File: src/rtl/fir3p_pkg.sv
package fir3p_pkg;
  localparam int LANES = 3;
  localparam int TAPS  = 3;
  // bits of growth for a sum of TAPS products
  localparam int GROWTH = $clog2(TAPS) + ((TAPS & (TAPS - 1)) == 0 ? 1 : 0);
endpackage

File: src/rtl/fir3p_hist.sv
module fir3p_hist #(
  parameter int DATA_W = 8
) (
  input  logic                     clk,
  input  logic                     rst_n,
  input  logic                     load,
  input  logic signed [DATA_W-1:0] last_lane,
  input  logic signed [DATA_W-1:0] mid_lane,
  output logic signed [DATA_W-1:0] q_m1,
  output logic signed [DATA_W-1:0] q_m2
);
  always_ff @(posedge clk) begin
    if (!rst_n) begin
      q_m1 <= '0;
      q_m2 <= '0;
    end else if (load) begin
      q_m1 <= last_lane;
      q_m2 <= mid_lane;
    end
  end
endmodule

File: src/rtl/fir3p_lane.sv
module fir3p_lane #(
  parameter int DATA_W = 8,
  parameter int COEF_W = 8,
  parameter int OUT_W  = 18,
  parameter int COEF_A = 3,
  parameter int COEF_B = -5,
  parameter int COEF_C = 7
) (
  input  logic signed [DATA_W-1:0] x_cur,
  input  logic signed [DATA_W-1:0] x_m1,
  input  logic signed [DATA_W-1:0] x_m2,
  output logic signed [OUT_W-1:0]  y
);
  localparam logic signed [COEF_W-1:0] CA = COEF_W'(COEF_A);
  localparam logic signed [COEF_W-1:0] CB = COEF_W'(COEF_B);
  localparam logic signed [COEF_W-1:0] CC = COEF_W'(COEF_C);

  function automatic logic signed [OUT_W-1:0] widen_s(input logic signed [DATA_W-1:0] v);
    return OUT_W'(v);
  endfunction

  function automatic logic signed [OUT_W-1:0] widen_c(input logic signed [COEF_W-1:0] v);
    return OUT_W'(v);
  endfunction

  function automatic logic signed [OUT_W-1:0] mac3(
    input logic signed [DATA_W-1:0] s0,
    input logic signed [DATA_W-1:0] s1,
    input logic signed [DATA_W-1:0] s2
  );
    logic signed [OUT_W-1:0] acc;
    acc = widen_c(CA) * widen_s(s0);
    acc = acc + widen_c(CB) * widen_s(s1);
    acc = acc + widen_c(CC) * widen_s(s2);
    return acc;
  endfunction

  always_comb y = mac3(x_cur, x_m1, x_m2);
endmodule

File: src/rtl/fir3p_top.sv
module fir3p_top
  import fir3p_pkg::*;
#(
  parameter int DATA_W = 8,
  parameter int COEF_W = 8,
  parameter int COEF_A = 3,
  parameter int COEF_B = -5,
  parameter int COEF_C = 7,
  localparam int OUT_W = DATA_W + COEF_W + GROWTH
) (
  input  logic                      clk,
  input  logic                      rst_n,
  input  logic                      in_valid,
  input  logic [LANES*DATA_W-1:0]   in_x,
  output logic                      out_valid,
  output logic [LANES*OUT_W-1:0]    out_y
);
  localparam int WIN = LANES + TAPS - 1;

  logic signed [DATA_W-1:0] win [WIN];
  logic signed [DATA_W-1:0] hist_m1;   // x(3k-1)
  logic signed [DATA_W-1:0] hist_m2;   // x(3k-2)
  logic signed [OUT_W-1:0]  lane_y [LANES];
  logic signed [OUT_W-1:0]  y_q    [LANES];
  logic                     valid_q;

  fir3p_hist #(.DATA_W(DATA_W)) u_hist (
    .clk       (clk),
    .rst_n     (rst_n),
    .load      (in_valid),
    .last_lane (in_x[(LANES-1)*DATA_W +: DATA_W]),
    .mid_lane  (in_x[(LANES-2)*DATA_W +: DATA_W]),
    .q_m1      (hist_m1),
    .q_m2      (hist_m2)
  );

  // sample window: oldest first
  assign win[0] = hist_m2;
  assign win[1] = hist_m1;

  for (genvar j = 0; j < LANES; j++) begin : g_lane
    assign win[j+2] = in_x[j*DATA_W +: DATA_W];

    fir3p_lane #(
      .DATA_W(DATA_W), .COEF_W(COEF_W), .OUT_W(OUT_W),
      .COEF_A(COEF_A), .COEF_B(COEF_B), .COEF_C(COEF_C)
    ) u_mac (
      .x_cur (win[j+2]),
      .x_m1  (win[j+1]),
      .x_m2  (win[j]),
      .y     (lane_y[j])
    );

    always_ff @(posedge clk) begin
      if (!rst_n)        y_q[j] <= '0;
      else if (in_valid) y_q[j] <= lane_y[j];
    end

    assign out_y[j*OUT_W +: OUT_W] = y_q[j];
  end

  always_ff @(posedge clk) begin
    if (!rst_n) valid_q <= 1'b0;
    else        valid_q <= in_valid;
  end

  assign out_valid = valid_q;
endmodule

File: config.mk
export PLATFORM = sky130hd
export DESIGN_NAME = fir3p_top
export DESIGN_NICKNAME = d
export VERILOG_FILES = /design/src/rtl/fir3p_pkg.sv /design/src/rtl/fir3p_hist.sv /design/src/rtl/fir3p_lane.sv /design/src/rtl/fir3p_top.sv
export SDC_FILE = /design/constraint.sdc
export NUM_CORES = 1
export LEC_CHECK = 0
export ABC_AREA = 1
export BUFFER_PORTS_ARGS = -buffer_cell sky130_fd_sc_hd__buf_2
export CAP_MARGIN = 20
export CORE_ASPECT_RATIO = 1.5
export CORE_UTILIZATION = 56
export CTS_BUF_LIST = sky130_fd_sc_hd__clkbuf_4
export DETAILED_ROUTE_END_ITERATION = 7
export GPL_TIMING_DRIVEN = 0
export HOLD_SLACK_MARGIN = 0.15
export PLACE_DENSITY = 0.79
export SYNTH_ARGS = -nofsm -noshare
export SYNTH_HDL_FRONTEND = slang
export SYNTH_SLANG_ARGS = --single-unit
export TNS_END_PERCENT = 50
File: constraint.sdc
create_clock -name clk -period 11.8 [get_ports clk]
set_input_delay 1.18 -clock clk [delete_from_list [all_inputs] [get_ports clk]]
set_output_delay 1.18 -clock clk [all_outputs]
set_load 0.02 [all_outputs]
---- Word-level counts from Yosys, hierarchy flattened ----
Memory sizes are Yosys's and may differ from the RTL's.
Index checks and enable logic that the tools add are counted.
storage, ports and cells
  bits in writable memories ............... 54
  bits in registers ....................... 17
  logic and storage cells ................. 29
  input bits .............................. 27
  memories ................................ 1
  output and inout bits ................... 55
memories
  name  words  bits a word  rd ports  clocked after memory_dff  write ports  RTL line         RTL
  y_q   3      18           3         0                         3            fir3p_top.sv:24  logic signed [OUT_W-1:0] y_q [LANES];
operators by class
  $mul .................................... 9
  muxes and demuxes ....................... 7
  bitwise operators ....................... 3
  add/subtract/negate cells ............... 6
operators by type and width
  cell                                                                 count
  18-bit adder                                                         6
  4-bit by 8-bit multiplier with 12-bit output (first input constant)  6
  18-bit two-way mux                                                   3
  3-bit by 8-bit multiplier with 11-bit output (first input constant)  3
  1-bit two-way mux                                                    4
  1-bit OR                                                             3

---- Depth between registers and ports, before layout ----
Gate-level depths: netlist (run 1).
  depth after elaboration ................. 4
  mapped depth ............................ 24
  gate-level depth less buffers ........... 24

---- By module ----
From an unflattened synthesis (run 1), not the netlist that was laid out.
second synthesis, totals
  cells, all modules ...................... 1,281
  area, all modules ....................... 10,842.9 um^2
modules (own cells, without submodules)
  module                         area each (um^2)  cells each  times used  sequential area each (um^2)
  fir3p_lane at g_lane[0].u_mac  2,692.6           342         1           0.0
  fir3p_lane at g_lane[1].u_mac  2,681.3           333         1           0.0
  fir3p_lane at g_lane[2].u_mac  2,676.3           333         1           0.0
  fir3p_top                      2,118.3           172         1           1,641.6
  fir3p_hist                     674.4             101         1           320.3

---- Least setup slack after synthesis (run 1) ----
No wires, ideal clock.
  path type ............................... input to register
  start ................................... in in_x[1]
  end ..................................... mem y_q[1][13] (data pin)
  path slack .............................. 6.878 ns
  cell stages on the path ................. 22
  data arrival time ....................... 4.654 ns
  path buffers ............................ 1
  library setup time ...................... 0.268 ns
  data required time ...................... 11.532 ns
  path through ............................ inv_1 -> ha_1 -> inv_1 -> fa_1 -> inv_1 -> ha_1 -> fa_1 -> nand3_1 -> nand2_1 -> nand4_1 -> nand2_1 -> nand2_1 -> nand2_1 -> fa_1 -> inv_1 -> ha_1 -> clkbuf_2 -> nand2_1 -> nor2_1 -> nand3_1 -> nand3_1 -> a21oi_1
RTL lines
  item             RTL line         RTL
  start, declared  fir3p_top.sv:14  input logic [LANES*DATA_W-1:0] in_x,
  end, declared    fir3p_top.sv:24

==> results.toml, run 1 <==
[outcome]
status = "finished, final reports clean"

[yosys]
synth_cell_types = 38
syn_area_um2 = 10600
yosysTopAreaCellShare_pct = 21.6
synth_nets = 1652
ys_warn_count = 0
yosys.area.top_type = "ha_1"
async_flop_share_pct = 0
synth_flop_cell = "edfxtp_1"
ys_seq_area_share_pct = 18.6
syn_inst = 1367
synth-edff-count = 54
synthTopCellsByArea = "ha_1, edfxtp_1, fa_1"
synth.avg_cell_area_um2 = 7.72
synth_seq_cells = 71

[floorplan]
core_um2 = 18500
row_count = 61
dieArea_um2 = 19400
die_x_um = 114
io_pins = 82
start_util_pct = 57.2
die_y_um = 170

[drt]
drtAntennaViolNets = 0
drc = 0
first_iter_violations = 488
wl_per_cell_um = 14.3
first_pass_iters = 7
vias = 8996
routed_wirelength_um = 24600
via_per_inst = 5.24

[placement]
gp_congestion = 1.04
dp.cells = 1701
port_buffers = 81
place_hpwl_um = 21000

[clock_network]
cts_buffers = 9
cts_tree = "yes"
postCtsSetupBuffers = 0
cts.sinks = 71
cts.clk_slew.worst_paths_ns = 0.13
clk_path_buf_depth = 2
cts-root-buf = "clkbuf_4"
worstSkewPairLatency_ns = 0.49
htree_levels = 3
cts.hold.buffers_added = 0
cts_resized = 0

[timing]
slew_viol_final = 0
fin_skew_ns = 0.0298
tns_ns = 0
worst_pin_slew_ns = 0.658
maxSlewHeadroom_pct = 56.1
fmax_mhz = 201
layout_min_cycle_time_ns = 4.98
min_period_over_period_pct = 42.2
rsz0062_at_grt = "no"
setup_viol = 0
hold_violations = 0

[setup_path]
crit_type = "input port to flop"
critPathLaunchType = "input port"
worstPathRequired_ns = 12.15
cp-end-kind = "flop"
worstPathArrival_ns = 5.33
cp_max_fo = 5

[global_route]
grt_usage_pct = 26.8
grt_pass1_vias = 8876
antenna_found_initial = 1
grt_overflow = 0
grt_max_degree = 40
grt_pass1_wl_um = 40400

[final_layout]
final_cells = 1718
layout-drive-gt1-share_pct = 8.81
fill_cells = 1683
area_delta_synth_final_pct = 8.41
final_common_cell = "nand2_1"
post-route-util_pct = 62.0
final_cell_mix = "nand2_1, inv_1, ha_1"
nNetsFinal = 1745

[worst_hold_path]
holdCritPathClass = "flop to flop"

[power]
ir_drop_mv = 0.275
p_leak_nw = 6.56
powerDensity_nw_per_um2 = 230

[run]
cap_violations = 0
## layer usage
| layer | wire length [um] | GRT usage [%] | vias to the layer above |
|---|---|---|---|
| met5 | 0 | 0 | - |
| met4 | 1380 | 15.1 | 0 |
| met3 | 825 | 4.31 | 74 |
| met2 | 12700 | 49.5 | 217 |
| met1 | 9680 | 28.7 | 4171 |
| li1 | - | - | 4534 |
## layout make-up
class | count | area, um^2 | area share (%)
Clock buffer | 10 | 75.1 | 0.656
Antenna cell | 1 | 2.50 | 0.0219
Timing Repair Buffer | 82 | 425 | 3.72
Buffer | 9 | 55.1 | 0.481
Sequential cell | 71 | 1960 | 17.1
Multi-Input combinational cell | 986 | 7410 | 64.7
Clock inverter | 6 | 70.1 | 0.612
Inverter | 301 | 1130 | 9.87
Tap cell | 252 | 315 | 2.75
## cells in the mapped netlist, types with 2 or more instances
master / n
a21o_1: 11
a21oi_1: 73
a31oi_1: 12
buf_2: 3
buf_4: 2
clkbuf_2: 2
clkinv_1: 2
dfxtp_1: 17
edfxtp_1: 54
fa_1: 76
ha_1: 182
inv_1: 294
inv_2: 5
nand2_1: 303
nand3_1: 68
nand3_2: 9
nand4_1: 17
nor2_1: 95
nor3_1: 2
nor3b_2: 2
o211ai_1: 4
o21ai_0: 26
o21ai_1: 6
o21bai_1: 7
o22ai_1: 7
or2_2: 2
xnor2_1: 28
xor2_1: 48
## registers in the layout, summed over array words and instances (netlist names)
name / flops
y_q: 54
u_hist.q_m1: 8
u_hist.q_m2: 8
out_valid: 1
## per-stage QoR
stage | hold slack [ns] | cell area [um^2] | total power [mW] | setup WS, ns
2_1_floorplan | 0.483 | 10600 | 1.98 | 6.88
3_3_place_gp | 0.510 | 11300 | 2.40 | 6.43
3_5_place_dp | 0.524 | 11300 | 2.44 | 6.33
4_1_cts | 0.541 | 11400 | 2.62 | 6.88
5_1_grt | 0.562 | 11400 | 2.95 | 6.53
6_report | 0.536 | 11400 | 2.63 | 6.82
## logic make-up after synthesis
group	synth area share, %
AND/OR/NAND/NOR	20.1
XOR/XNOR	6.30
flip-flops	18.6
buffers and inverters	11.2
AO/OA/AOI/OAI	7.83
adder cells (fa/ha/maj)	36.0
## path summary, 6_finish.rpt
| kind | endpoint | slack, ns | startpoint | cells after the start |
|---|---|---|---|---|
| worst max register to register | y_q[0][16] | 7.19 | u_hist.q_m1[3] | 23 |
| worst min-delay path | u_hist.q_m2[1] | 0.54 | u_hist.q_m2[1] | 2 |
| worst min register to register | u_hist.q_m2[1] | 0.54 | u_hist.q_m2[1] | 2 |
| worst max-delay path | y_q[1][16] | 6.82 | in_x[1] | 22 |
## power by group
part	internal [mW]	leakage [nW]	switching, mW
Clock	0.0683	0.0809	0.100
Combinational	0.739	5.75	1.35
Sequential	0.360	0.730	0.0180
## worst max-delay path, stage by stage
cell and delay, ns:
buf_2 0.14, inv_1 0.06, ha_1 0.27, inv_1 0.04, fa_1 0.47, inv_1 0.04, ha_1 0.33, fa_1 0.47
nand3_1 0.10, nand2_1 0.12, nand4_1 0.12, nand2_1 0.06, nand2_1 0.06, nand2_1 0.13, fa_1 0.59, inv_1 0.07
ha_1 0.37, nand2_1 0.12, inv_1 0.04, a21oi_1 0.22, nand4_1 0.18, a21oi_1 0.15
Power figures use the tool's default switching activity.
==> run 2, diff against run 1 <==
--- a/config.mk
+++ b/config.mk
@@ -14,7 +14,7 @@
 export DETAILED_ROUTE_END_ITERATION = 7
 export GPL_TIMING_DRIVEN = 0
 export HOLD_SLACK_MARGIN = 0.15
-export PLACE_DENSITY = 0.79
+export PLACE_DENSITY = 0.82
 export SYNTH_ARGS = -nofsm -noshare
 export SYNTH_HDL_FRONTEND = slang
 export SYNTH_SLANG_ARGS = --single-unit
==> constraint.sdc (replaced) <==
create_clock -name clk -period 4.4 [get_ports clk]
set_input_delay 0.44 -clock clk [delete_from_list [all_inputs] [get_ports clk]]
set_output_delay 0.44 -clock clk [all_outputs]
set_load 0.02 [all_outputs]
==> results.toml, run 2 (synthesis gave the netlist of run 1 again) <==
[drt]
wl_per_cell_um = 14.9
routed_wirelength_um = 25600
via_per_inst = 5.31
first_pass_iters = 5
vias = 9140
first_iter_violations = 443
drtAntennaViolNets = 0
drc = 0

[global_route]
grt_max_degree = 46
grt_overflow = 0
grt_usage_pct = 27.0
antenna_found_initial = 1
grt_pass1_vias = 8849
grt_pass1_wl_um = 40700

[timing]
setup_ws_ns = 0.0956
rsz0062_at_grt = "yes"
hold_violations = 0
layout_min_cycle_time_ns = 4.30
fmax_mhz = 232
min_period_over_period_pct = 97.8
tns_ns = 0
maxSlewHeadroom_pct = 60.9
setup_viol = 0
worst_pin_slew_ns = 0.587
slew_viol_final = 0
worst_hold_slack_ns = 0.299
fin_skew_ns = 0.0298

[setup_path]
cp-end-kind = "flop"
crit_type = "flop to flop"
r2r_start = "u_hist.q_m1[2]"
critPathLaunchType = "flop"
cp_max_fo = 4
r2r_end = "y_q[0][17]"
rrSetupSlack_ns = 0.1
worstPathArrival_ns = 4.52
worstPathRequired_ns = 4.62
reg2reg_depth = 22

[floorplan]
die_x_um = 114
row_count = 61
core_um2 = 18500
io_pins = 82
die_y_um = 170
dieArea_um2 = 19400
start_util_pct = 57.2

[final_layout]
post-route-util_pct = 63.7
fill_cells = 1599
final_common_cell = "nand2_1"
layout-drive-gt1-share_pct = 12.8
area_delta_synth_final_pct = 11.4
nNetsFinal = 1748
top_register = "y_q"
multi_input_area_um2 = 7690
final_cell_mix = "nand2_1, inv_1, ha_1"
largestRegisters = "y_q: 54 flops, u_hist.q_m1: 8 flops, u_hist.q_m2: 8 flops"
largest_reg_flops = 54
seq_area_um2 = 1980

[power]
p_leak_nw = 6.58
ir_drop_mv = 0.700
power_mw = 7.34
powerDensity_nw_per_um2 = 624

[run]
cap_violations = 0

[clock_network]
htree_levels = 3
cts_tree = "yes"
clk_path_buf_depth = 2
cts-root-buf = "clkbuf_4"
cts.clk_slew.worst_paths_ns = 0.12
cts.sinks = 71
worstSkewPairLatency_ns = 0.47
cts_buffers = 9

[placement]
gp_congestion = 0.974
place_hpwl_um = 21200
pre_cts_slack_ns = -0.343
port_buffers = 81

[outcome]
status = "finished, final reports clean"

[worst_hold_path]
holdCritPathClass = "input port to flop"
worstHoldPathCells = 3
hp-start = "in_x[21]"
hold_path_end = "u_hist.q_m1[5]"
==> run 2: worst max path at each step <==
| stage | start | endpoint | slack (ns) |
|---|---|---|---|
| 5_1_grt | u_hist.q_m1[2] | y_q[0][16] | -0.1 |
| 2_1_floorplan | in_x[1] | y_q[1][13] | 0.22 |
| 3_3_place_gp | in_x[1] | y_q[1][15] | -0.25 |
| 6_report | u_hist.q_m1[2] | y_q[0][17] | 0.1 |
| 3_5_place_dp | in_x[1] | y_q[1][15] | -0.34 |
| 4_1_cts | u_hist.q_m1[1] | y_q[0][14] | 0.01 |
==> run 2: metal layers <==
layer,global-route usage (%),up-vias,share of wire [%]
met2,51.4,274,53
met3,3.03,81,4.2
li1,-,4539,-
met5,0,-,0
met1,28.8,4246,38
met4,14.1,0,5.3
==> run 2: through the flow <==
stage	std cells	cell area, um^2
final	1721	11800
after global routing	1721	11800
after detailed placement	1701	11300
after global placement	1700	11300
after floorplan	1367	10600
after CTS	1717	11500
==> run 2: final cells by class <==
type                            count  area share (%)
Antenna cell                        1          0.0213
Buffer                              9           0.468
Clock buffer                       11           0.702
Tap cell                          252            2.68
Clock inverter                      5           0.500
Inverter                          301            9.61
Sequential cell                    71            16.8
Multi-Input combinational cell    986            65.4
Timing Repair Buffer               85            3.81
==> run 2: worst max-delay path, cell delays in order (launching register included) <==
cell      delay (ns)
dfxtp_4         0.39
inv_1           0.07
ha_1            0.29
inv_1           0.05
fa_1            0.50
inv_1           0.08
ha_4            0.26
ha_4            0.27
a21oi_4         0.13
nand2_2         0.08
nand2_1         0.08
nor2_2          0.04
o21ai_0         0.14
nand2_1         0.10
fa_1            0.56
inv_1           0.07
ha_4            0.28
nand2_1         0.05
nand2_1         0.08
a21oi_1         0.11
nand2b_4        0.16
a21oi_2         0.23
nor2_1          0.06
==> run 2: timing repair <==
item	4_1_cts	5_1_grt
hold buffers	0	0
endpoints found under the setup margin	18	23
buffers inserted	0	3
gates resized for setup	17	47
pin swaps	1	8
==> run 2: power by group <==
group          internal, mW  total (mW)  switching (mW)
Combinational          2.15        5.88            3.74
Clock                 0.186       0.441           0.256
Sequential            0.965        1.01          0.0483
Total                  3.30        7.34            4.04
